--- src/rtl/pt_walker_pkg.sv ---
package pt_walker_pkg;
  localparam int PA_W     = 48;
  localparam int VPN_W    = 36;
  localparam int ENT_W    = 64;
  localparam int PG_SHIFT = 12;
  localparam int IDX_W    = 9;
  localparam int FRAG_W   = 5;
  localparam int LOG2_W   = 6;
  localparam int N_LEVELS = 4;
  localparam int VA_W     = VPN_W + PG_SHIFT;
  localparam int PPN_W    = ENT_W - 12 - PG_SHIFT;   // 40-bit ppn at [51:12]

  localparam int B_VALID  = 0;
  localparam int B_CACHE  = 2;
  localparam int B_NOEXEC = 4;
  localparam int B_LEAF   = 54;
  localparam int FRAG_LSB = 7;
  localparam int PPN_LSB  = 12;
  localparam int BFS_LSB  = 59;

  localparam logic [1:0] MD_EXEC = 2'b10;

  typedef enum logic [1:0] {
    LV_DIR2 = 2'd0,
    LV_DIR1 = 2'd1,
    LV_DIR0 = 2'd2,
    LV_LEAF = 2'd3
  } level_e;

  typedef enum logic [1:0] {
    ST_IDLE  = 2'd0,
    ST_ISSUE = 2'd1,
    ST_WAIT  = 2'd2
  } walk_st_e;

  // Levels below the given one, in index bits.
  function automatic int level_span(level_e lv);
    return IDX_W * (N_LEVELS - 1 - int'(lv));
  endfunction

  function automatic logic [IDX_W-1:0] level_index(logic [VPN_W-1:0] vpn, level_e lv);
    logic [VPN_W-1:0] sh;
    sh = vpn >> level_span(lv);
    return sh[IDX_W-1:0];
  endfunction

  function automatic logic [PA_W-1:0] table_addr(logic [ENT_W-1:0] ptr, logic [IDX_W-1:0] idx);
    logic [ENT_W-1:0] t;
    t = ((ptr >> 6) << 3) + ENT_W'(idx);
    t = t << 3;
    return t[PA_W-1:0];
  endfunction

  function automatic logic [LOG2_W-1:0] page_log2(level_e lv, logic [FRAG_W-1:0] frag);
    int f;
    f = int'(frag);
    if (f > level_span(lv)) f = level_span(lv);
    return LOG2_W'(PG_SHIFT + f);
  endfunction
endpackage

--- src/rtl/pt_entry_decode.sv ---
module pt_entry_decode
  import pt_walker_pkg::*;
(
  input  logic [ENT_W-1:0]  entry,
  input  level_e            lvl,
  input  logic [1:0]        mode,
  output logic              is_leaf,
  output logic              is_fault,
  output logic              present,
  output logic              bad_frag,
  output logic              uncached_next,
  output logic [LOG2_W-1:0] log2sz
);
  logic nx_hit;

  always_comb begin
    present       = entry[B_VALID];
    nx_hit        = entry[B_NOEXEC] && (mode == MD_EXEC);
    is_fault      = !present || nx_hit;
    is_leaf       = (lvl == LV_LEAF) || entry[B_LEAF];
    bad_frag      = (lvl != LV_LEAF) && (entry[ENT_W-1:BFS_LSB] != '0);
    uncached_next = !entry[B_CACHE];
    log2sz        = page_log2(lvl, entry[FRAG_LSB +: FRAG_W]);
  end
endmodule

--- src/rtl/pt_result_calc.sv ---
module pt_result_calc
  import pt_walker_pkg::*;
(
  input  logic [ENT_W-1:0]  entry,
  input  logic [LOG2_W-1:0] log2sz,
  input  logic [VPN_W-1:0]  vpn,
  output logic [PA_W-1:0]   paddr,
  output logic [PA_W-1:0]   vbase
);
  logic [VA_W-1:0]  va;
  logic [VA_W-1:0]  off_mask;
  logic [PPN_W+PG_SHIFT-1:0] frame;

  always_comb begin
    va       = {vpn, {PG_SHIFT{1'b0}}};
    off_mask = (VA_W'(1) << log2sz) - VA_W'(1);
    frame    = {entry[PPN_LSB +: PPN_W], {PG_SHIFT{1'b0}}};
    paddr    = frame[PA_W-1:0] + PA_W'(va & off_mask);
    vbase    = PA_W'(va & ~off_mask);
  end
endmodule

--- src/rtl/pt_walker.sv ---
module pt_walker
  import pt_walker_pkg::*;
(
  input  logic              clk,
  input  logic              rst_n,
  input  logic              req_valid,
  output logic              req_ready,
  input  logic [PA_W-1:0]   req_base,
  input  logic [VPN_W-1:0]  req_vpn,
  input  logic [1:0]        req_mode,
  output logic              mem_req_valid,
  input  logic              mem_req_ready,
  output logic [PA_W-1:0]   mem_req_addr,
  output logic              mem_req_uncached,
  input  logic              mem_rsp_valid,
  input  logic [ENT_W-1:0]  mem_rsp_data,
  output logic              done_valid,
  output logic [ENT_W-1:0]  done_entry,
  output logic [LOG2_W-1:0] done_log2size,
  output logic [PA_W-1:0]   done_paddr,
  output logic [PA_W-1:0]   done_vbase,
  output logic              fault_valid,
  output logic              fault_present,
  output logic [1:0]        fault_mode,
  output logic              cfg_err
);
  walk_st_e          st_q;
  level_e            lvl_q;
  level_e            lvl_nxt;
  logic [VPN_W-1:0]  vpn_q;
  logic [1:0]        mode_q;
  logic [PA_W-1:0]   addr_q;
  logic              unc_q;

  logic              d_leaf, d_fault, d_present, d_bad, d_unc;
  logic [LOG2_W-1:0] d_log2;
  logic [PA_W-1:0]   r_paddr, r_vbase;

  // Named events for the assertions.
  logic walk_waiting, rsp_taken, walk_end, walk_accept;

  assign lvl_nxt      = level_e'(lvl_q + 2'd1);
  assign walk_waiting = (st_q == ST_WAIT);
  assign rsp_taken    = walk_waiting && mem_rsp_valid;
  assign walk_end     = rsp_taken && (d_leaf || d_fault);
  assign walk_accept  = req_valid && req_ready;

  assign req_ready        = (st_q == ST_IDLE);
  assign mem_req_valid    = (st_q == ST_ISSUE);
  assign mem_req_addr     = addr_q;
  assign mem_req_uncached = unc_q;

  pt_entry_decode u_dec (
    .entry         (mem_rsp_data),
    .lvl           (lvl_q),
    .mode          (mode_q),
    .is_leaf       (d_leaf),
    .is_fault      (d_fault),
    .present       (d_present),
    .bad_frag      (d_bad),
    .uncached_next (d_unc),
    .log2sz        (d_log2)
  );

  pt_result_calc u_res (
    .entry  (mem_rsp_data),
    .log2sz (d_log2),
    .vpn    (vpn_q),
    .paddr  (r_paddr),
    .vbase  (r_vbase)
  );

  always_ff @(posedge clk or negedge rst_n) begin
    if (!rst_n) begin
      st_q          <= ST_IDLE;
      lvl_q         <= LV_DIR2;
      vpn_q         <= '0;
      mode_q        <= '0;
      addr_q        <= '0;
      unc_q         <= 1'b0;
      done_valid    <= 1'b0;
      done_entry    <= '0;
      done_log2size <= '0;
      done_paddr    <= '0;
      done_vbase    <= '0;
      fault_valid   <= 1'b0;
      fault_present <= 1'b0;
      fault_mode    <= '0;
      cfg_err       <= 1'b0;
    end else begin
      done_valid  <= 1'b0;
      fault_valid <= 1'b0;
      cfg_err     <= 1'b0;
      case (st_q)
        ST_IDLE: if (req_valid) begin
          vpn_q  <= req_vpn;
          mode_q <= req_mode;
          lvl_q  <= LV_DIR2;
          addr_q <= table_addr({{(ENT_W-PA_W){1'b0}}, req_base},
                               level_index(req_vpn, LV_DIR2));
          unc_q  <= 1'b0;
          st_q   <= ST_ISSUE;
        end
        ST_ISSUE: if (mem_req_ready) st_q <= ST_WAIT;
        ST_WAIT: if (mem_rsp_valid) begin
          cfg_err <= d_bad;
          if (d_fault) begin
            fault_valid   <= 1'b1;
            fault_present <= d_present;
            fault_mode    <= mode_q;
            st_q          <= ST_IDLE;
          end else if (d_leaf) begin
            done_valid    <= 1'b1;
            done_entry    <= mem_rsp_data;
            done_log2size <= d_log2;
            done_paddr    <= r_paddr;
            done_vbase    <= r_vbase;
            st_q          <= ST_IDLE;
          end else begin
            lvl_q  <= lvl_nxt;
            addr_q <= table_addr(mem_rsp_data, level_index(vpn_q, lvl_nxt));
            unc_q  <= d_unc;
            st_q   <= ST_ISSUE;
          end
        end
        default: st_q <= ST_IDLE;
      endcase
    end
  end

  AST_HOLD_REQ: assert property (@(posedge clk) disable iff (!rst_n)
    mem_req_valid && !mem_req_ready |=> mem_req_valid && $stable(mem_req_addr) && $stable(mem_req_uncached));
  AST_ONE_OUTSTANDING: assert property (@(posedge clk) disable iff (!rst_n)
    walk_waiting |-> !mem_req_valid);
  AST_RESULT_EXCL: assert property (@(posedge clk) disable iff (!rst_n)
    !(done_valid && fault_valid));
  AST_IDLE_AFTER_RESULT: assert property (@(posedge clk) disable iff (!rst_n)
    walk_end |=> req_ready && (done_valid || fault_valid));
  AST_FIRST_CACHED: assert property (@(posedge clk) disable iff (!rst_n)
    walk_accept |=> mem_req_valid && !mem_req_uncached);
  AST_LEAF_LEVEL_ENDS: assert property (@(posedge clk) disable iff (!rst_n)
    rsp_taken && (lvl_q == LV_LEAF) |=> !mem_req_valid && req_ready);
  AST_ERR_ONLY_ON_RSP: assert property (@(posedge clk) disable iff (!rst_n)
    cfg_err |-> $past(rsp_taken) && $past(lvl_q) != LV_LEAF);
endmodule

--- config.mk ---
export PLATFORM = sky130hd
export DESIGN_NAME = pt_walker
export DESIGN_NICKNAME = d
export VERILOG_FILES = /design/src/rtl/pt_walker_pkg.sv /design/src/rtl/pt_entry_decode.sv /design/src/rtl/pt_result_calc.sv /design/src/rtl/pt_walker.sv
export SDC_FILE = /design/constraint.sdc
export NUM_CORES = 1
export LEC_CHECK = 0
export ABC_AREA = 1
export BUFFER_PORTS_ARGS = -buffer_cell sky130_fd_sc_hd__clkbuf_2
export CAP_MARGIN = 20
export CELL_PAD_IN_SITES_DETAIL_PLACEMENT = 0
export CELL_PAD_IN_SITES_GLOBAL_PLACEMENT = 1
export CORE_ASPECT_RATIO = 2
export CORE_MARGIN = 2
export CORE_UTILIZATION = 35
export CTS_CLUSTER_DIAMETER = 120
export DETAILED_ROUTE_END_ITERATION = 7
export GPL_TIMING_DRIVEN = 0
export PLACE_DENSITY_LB_ADDON = 0.1
export REMOVE_ABC_BUFFERS = 1
export SLEW_MARGIN = 10
export SYNTH_ARGS = -nofsm -noshare
export SYNTH_HDL_FRONTEND = slang
export SYNTH_SLANG_ARGS = --single-unit
--- constraint.sdc ---
create_clock -name clk -period 4.29 [get_ports clk]
set_input_delay 0.429 -clock clk [delete_from_list [all_inputs] [get_ports clk]]
set_output_delay 0.429 -clock clk [all_outputs]
set_load 0.01 [all_outputs]
==> flow_summary.html <==
<table>
<tr><th>Metric</th><th>Value</th></tr>
<tr><th colspan="2">Status</th></tr>
<tr><td>Status</td><td>finished clean</td></tr>
<tr><th colspan="2">Setup path</th></tr>
<tr><td>Crit-path cells</td><td>ha_1 &gt; inv_1 &gt; nor2_1 &gt; nand4_1 &gt; buf_4 &gt; nand3_2 &gt; nand2_4 &gt; nand3_4 &gt; buf_4 &gt; inv_2 &gt; a31oi_4 &gt; and2_4 &gt; ha_1 &gt; a21oi_2 &gt; o21ai_1 &gt; a21oi_2 &gt; inv_2 &gt; a21o_4 &gt; nand2_1 &gt; nand2_1 &gt; or2_2 &gt; nand3_1 &gt; nand2_1</td></tr>
<tr><td>Worst-path maximum fanout</td><td>8</td></tr>
<tr><td>Arrival time at the worst endpoint</td><td>4620 ps</td></tr>
<tr><td>Worst reg2reg setup slack</td><td>100 ps</td></tr>
<tr><td>Crit path top cell by count</td><td>sky130_fd_sc_hd__nand2_1</td></tr>
<tr><td>Delay of the slowest cell on the worst path</td><td>520 ps</td></tr>
<tr><td>Classification of the worst setup path</td><td>reg2reg</td></tr>
<tr><td>FF-to-FF path depth</td><td>23</td></tr>
<tr><td>Required time at the worst-slack endpoint</td><td>4730 ps</td></tr>
<tr><td>Kind of start point of the critical path</td><td>flop</td></tr>
<tr><td>Critical Path End Type</td><td>flop</td></tr>
<tr><td>R2R Path End</td><td>done_paddr[31]$_DFFE_PN0P_</td></tr>
<tr><td>Source of the worst register-to-register timing path</td><td>lvl_q[0]$_DFFE_PN0P_</td></tr>
<tr><td>CP startpoint</td><td>lvl_q[0]$_DFFE_PN0P_</td></tr>
<tr><td>Slowest stage cell on the critical path</td><td>sky130_fd_sc_hd__dfrtp_4</td></tr>
<tr><th colspan="2">Clock network</th></tr>
<tr><td>Number of clock sinks</td><td>236</td></tr>
<tr><td>Max H-tree Level</td><td>1</td></tr>
<tr><td>Clock root buffer master</td><td>sky130_fd_sc_hd__clkbuf_16</td></tr>
<tr><td>Clock tree from TritonCTS</td><td>done</td></tr>
<tr><td>Maximum clock path buffer count</td><td>3</td></tr>
<tr><td>Clock Pin Slew Worst Setup and Hold Paths</td><td>70 ps</td></tr>
<tr><td>Clock insertion delay at the later pin of the skew report</td><td>550 ps</td></tr>
<tr><td>TritonCTS Buffers</td><td>25</td></tr>
<tr><th colspan="2">Power and ir drop</th></tr>
<tr><td>Maximum vdd ir drop</td><td>0.366 mV</td></tr>
<tr><td>Combinational fraction of design power</td><td>50.1%</td></tr>
<tr><td>Switch share</td><td>45.8%</td></tr>
<tr><td>Part of the total power dissipated in sequential elements</td><td>31.3%</td></tr>
<tr><td>Total chip power</td><td>12.2 mW</td></tr>
<tr><td>Internal Power</td><td>6.60 mW</td></tr>
<tr><td>Power per standard cell area</td><td>631 mW/mm2</td></tr>
<tr><td>Static leakage</td><td>9.90 nW</td></tr>
<tr><td>Clock share of power</td><td>18.6%</td></tr>
<tr><td>P_sw</td><td>5.58 mW</td></tr>
<tr><th colspan="2">Layout</th></tr>
<tr><td>Inserted Diodes</td><td>0</td></tr>
<tr><td>Syn-to-layout area delta</td><td>24.8%</td></tr>
<tr><td>Share of post-route cells with drive strength above 1</td><td>20.4%</td></tr>
<tr><td>Area occupied by multi-input gates</td><td>0.00872 mm2</td></tr>
<tr><td>Area taken by flip-flops and latches</td><td>0.00591 mm2</td></tr>
<tr><td>Core occupancy in the finished layout</td><td>43.9%</td></tr>
<tr><td>Final net count</td><td>2,830</td></tr>
<tr><td>Fillers</td><td>4,824</td></tr>
<tr><th colspan="2">Timing</th></tr>
<tr><td>Final critical-path required period</td><td>4190 ps</td></tr>
<tr><td>Worst-case hold slack</td><td>81.9 ps</td></tr>
<tr><td>Min setup slack post-route</td><td>103 ps</td></tr>
<tr><td>Clk_skew</td><td>17.3 ps</td></tr>
<tr><td>Transition time of the tightest slew-check pin</td><td>962 ps</td></tr>
<tr><td>Fin crit share</td><td>97.6%</td></tr>
<tr><td>Maximum clock frequency</td><td>239 MHz</td></tr>
<tr><td>RSZ-0062 raised after global routing</td><td>true</td></tr>
<tr><td>Rel. slew slack</td><td>35.9%</td></tr>
<tr><td>Number of failing setup endpoints in the final timing report</td><td>0</td></tr>
<tr><td>Number of hold-slack violations in the final timing report</td><td>0</td></tr>
<tr><td>Setup tns final</td><td>0 ps</td></tr>
<tr><td>Max-slew violations</td><td>0</td></tr>
<tr><th colspan="2">Placed design</th></tr>
<tr><td>Placed wire-length estimate after detailed placement</td><td>53,000 um</td></tr>
<tr><td>Quantity of I/O buffers inserted on ports</td><td>344</td></tr>
<tr><td>DP Worst Slack</td><td>-1800 ps</td></tr>
<tr><td>Final estimated routing congestion in global placement</td><td>0.967</td></tr>
<tr><th colspan="2">Run</th></tr>
<tr><td>Max-capacitance violation count</td><td>0</td></tr>
<tr><th colspan="2">Logic synthesis</th></tr>
<tr><td>Area of the mapped netlist</td><td>0.0155 mm2</td></tr>
<tr><td>Fraction of post-synthesis cell area in the top cell type by area</td><td>38.2%</td></tr>
<tr><td>YS warnings</td><td>0</td></tr>
<tr><td>Gate Count Post-Synth</td><td>2,266</td></tr>
<tr><td>Leading area contributor after synthesis</td><td>sky130_fd_sc_hd__dfrtp_1</td></tr>
<tr><td>Biggest area contributors in the synthesized netlist</td><td>sky130_fd_sc_hd__dfrtp_1 38%, sky130_fd_sc_hd__nand2_1 17%, sky130_fd_sc_hd__o21ai_0 6.6%, sky130_fd_sc_hd__nand3_1 6.0%, sky130_fd_sc_hd__inv_1 5.7%</td></tr>
<tr><td>EDFF count, synth</td><td>0</td></tr>
<tr><td>Average cell area after synthesis</td><td>6.82 um2</td></tr>
<tr><td>Sequential area share after synthesis</td><td>38.2%</td></tr>
<tr><td>Ys async rst share</td><td>100%</td></tr>
<tr><td>Leading register cell type out of synthesis</td><td>sky130_fd_sc_hd__dfrtp_1</td></tr>
<tr><td>Post-synthesis register bit count</td><td>236</td></tr>
<tr><td>Distinct cells, synth</td><td>47</td></tr>
<tr><th colspan="2">Global routing</th></tr>
<tr><td>Maximum number of pins on one net before global-route repair</td><td>116</td></tr>
<tr><td>Via count of the first global-routing pass</td><td>15,639</td></tr>
<tr><td>Number of antenna violations at the first check in global routing</td><td>2</td></tr>
<tr><td>Remaining global-route overflow</td><td>0</td></tr>
<tr><td>First-pass GRT wire length</td><td>97,300 um</td></tr>
<tr><td>GRT Util Overall</td><td>27.7%</td></tr>
<tr><th colspan="2">Die</th></tr>
<tr><td>Placement Rows</td><td>109</td></tr>
<tr><td>Total die area</td><td>0.0460 mm2</td></tr>
<tr><td>Die Span X</td><td>153 um</td></tr>
<tr><td>Core Region</td><td>0.0439 mm2</td></tr>
<tr><td>IO Count</td><td>378</td></tr>
<tr><td>Vertical extent of the die</td><td>301 um</td></tr>
<tr><td>Effective utilization at floorplan</td><td>35.2%</td></tr>
<tr><th colspan="2">Hold path</th></tr>
<tr><td>Worst Hold Path Cells</td><td>3</td></tr>
<tr><td>Source of the worst hold timing path</td><td>mem_rsp_data[3]</td></tr>
<tr><td>Hold-critical path endpoint</td><td>done_entry[3]$_DFFE_PN0P_</td></tr>
<tr><td>Worst hold path type</td><td>in2reg</td></tr>
<tr><th colspan="2">Routing</th></tr>
<tr><td>Mean routed wirelength per cell</td><td>20.7 um</td></tr>
<tr><td>Per-cell via count in the routed design</td><td>5.09</td></tr>
<tr><td>Final WL</td><td>66,200 um</td></tr>
<tr><td>1st-pass router iterations</td><td>5</td></tr>
<tr><td>Via Count</td><td>16,236</td></tr>
<tr><td>Detailed Route Iter0 Violations</td><td>951</td></tr>
<tr><td>Remaining number of nets flagged by the antenna check after routing</td><td>0</td></tr>
<tr><td>Remaining routing DRC violations</td><td>0</td></tr>
</table>
-- worst max-delay path, delay by kind of cell, from the launching register on --
kind	cells	cell delay (ps)
AO/OA/AOI/OAI	5	920
AND/OR/NAND/NOR	11	1470
adder cells (fa/ha/maj)	2	570
flip-flops	1	520
buffers and inverters	5	570
-- state kept, by name, summed over array words and instances, names as in the netlist --
name,flops
fault_mode,2
fault_valid,1
lvl_q,2
done_entry,64
st_q,2
vpn_q,36
done_paddr,36
cfg_err,1
fault_present,1
mem_req_uncached,1
mode_q,2
done_log2size,6
mem_req_addr,45
done_valid,1
done_vbase,36
-- metrics by stage --
step | instances | area (um2)
6_report | 3190 | 19300
5_1_grt | 3190 | 19300
4_1_cts | 3167 | 18800
3_5_place_dp | 3117 | 17800
3_3_place_gp | 3101 | 17500
2_1_floorplan | 2202 | 15100
-- power by group through the flow --
stage | sequential (mW) | clock, mW | combinational, mW
after global routing | 3.94 | 2.40 | 6.78
final | 3.81 | 2.26 | 6.11
after floorplan | 4.11 | 0 | 2.90
after global placement | 3.85 | 0 | 5.67
after CTS | 3.82 | 2.32 | 5.91
after detailed placement | 3.86 | 0 | 5.80
-- metal layers --
| metal | global-route usage (%) | up-vias | share of wire [%] |
|---|---|---|---|
| met5 | 0 | - | 0.035 |
| met4 | 9.88 | 4 | 4.0 |
| met3 | 3.58 | 100 | 5.2 |
| met2 | 48.9 | 522 | 49 |
| met1 | 34.8 | 7546 | 41 |
| li1 | - | 8064 | - |
-- area by class of cell --
| class | instances | share of cell area [%] |
|---|---|---|
| clock inverters | 10 | 0.545 |
| repair buffers | 386 | 11.5 |
| multi-input cells | 1730 | 45.2 |
| clock buffers | 33 | 3.71 |
| repair inverters | 2 | 0.0778 |
| inverters | 238 | 4.74 |
| flip-flops and latches | 236 | 30.6 |
| well taps | 555 | 3.60 |
-- cell families (layout without fill, tap and decap cells) --
kind of cell             after synthesis  in the layout  synth area share (%)
AO/OA/AOI/OAI                        378            378                  13.1
XOR/XNOR                              31             31                  1.76
adder cells (fa/ha/maj)               56             56                  4.68
buffers and inverters                332            669                  8.93
flip-flops                           236            236                  38.2
multiplexers                           3              3                 0.218
other                                  1             31                0.0242
AND/OR/NAND/NOR                     1229           1231                  33.1
-- worst max-delay path by stage --
stage,slack [ps],end
6_report,100,done_paddr[31]$_DFFE_PN0P_
3_3_place_gp,-8430,done_vbase[13]$_DFFE_PN0P_
3_5_place_dp,-1800,done_paddr[44]$_DFFE_PN0P_
2_1_floorplan,-2050,done_vbase[13]$_DFFE_PN0P_
5_1_grt,-80,done_paddr[31]$_DFFE_PN0P_
4_1_cts,30,done_paddr[45]$_DFFE_PN0P_
-- synth_stat cells, types with 3 or more instances --
library cell and instances:
sky130_fd_sc_hd__dfrtp_1 236, sky130_fd_sc_hd__o21a_1 3, sky130_fd_sc_hd__mux2_2 3, sky130_fd_sc_hd__o21bai_1 6, sky130_fd_sc_hd__o21ai_1 5, sky130_fd_sc_hd__buf_4 28, sky130_fd_sc_hd__o211ai_1 6, sky130_fd_sc_hd__nor2_1 224
sky130_fd_sc_hd__nor4_1 14, sky130_fd_sc_hd__fa_1 3, sky130_fd_sc_hd__xnor2_1 14, sky130_fd_sc_hd__a21oi_1 109, sky130_fd_sc_hd__nand3_1 186, sky130_fd_sc_hd__buf_1 4, sky130_fd_sc_hd__ha_1 53, sky130_fd_sc_hd__or2_2 10
sky130_fd_sc_hd__nor3_1 39, sky130_fd_sc_hd__nand4_1 32, sky130_fd_sc_hd__a21boi_0 3, sky130_fd_sc_hd__a31oi_1 23, sky130_fd_sc_hd__nand3b_1 9, sky130_fd_sc_hd__o22ai_1 4, sky130_fd_sc_hd__nand2_1 704, sky130_fd_sc_hd__xor2_1 17
sky130_fd_sc_hd__o31ai_1 6, sky130_fd_sc_hd__buf_2 24, sky130_fd_sc_hd__inv_1 234, sky130_fd_sc_hd__clkbuf_1 38, sky130_fd_sc_hd__o21ai_0 204
-- placed cells by master (no fill, tap or decap), types with 46 or more instances in the layout --
| cell type | Yosys | layout |
|---|---|---|
| sky130_fd_sc_hd__ha_1 | 53 | 46 |
| sky130_fd_sc_hd__nand3_1 | 186 | 178 |
| sky130_fd_sc_hd__dfrtp_1 | 236 | 235 |
| sky130_fd_sc_hd__o21ai_0 | 204 | 192 |
| sky130_fd_sc_hd__clkbuf_2 | 0 | 343 |
| sky130_fd_sc_hd__inv_1 | 234 | 228 |
| sky130_fd_sc_hd__nand2_1 | 704 | 691 |
| sky130_fd_sc_hd__a21oi_1 | 109 | 96 |
| sky130_fd_sc_hd__nor2_1 | 224 | 205 |
-- what timing repair did --
action | in CTS | in global routing
resized for setup | 36 | 83
buffers inserted | 5 | 20
hold endpoints to repair | 38 | 0
hold buffers | 1 | 0
setup endpoints to repair | 70 | 38
pin swaps | 0 | 15
cloned | 1 | 3
Note: power is estimated with default switching activity, not from simulation.
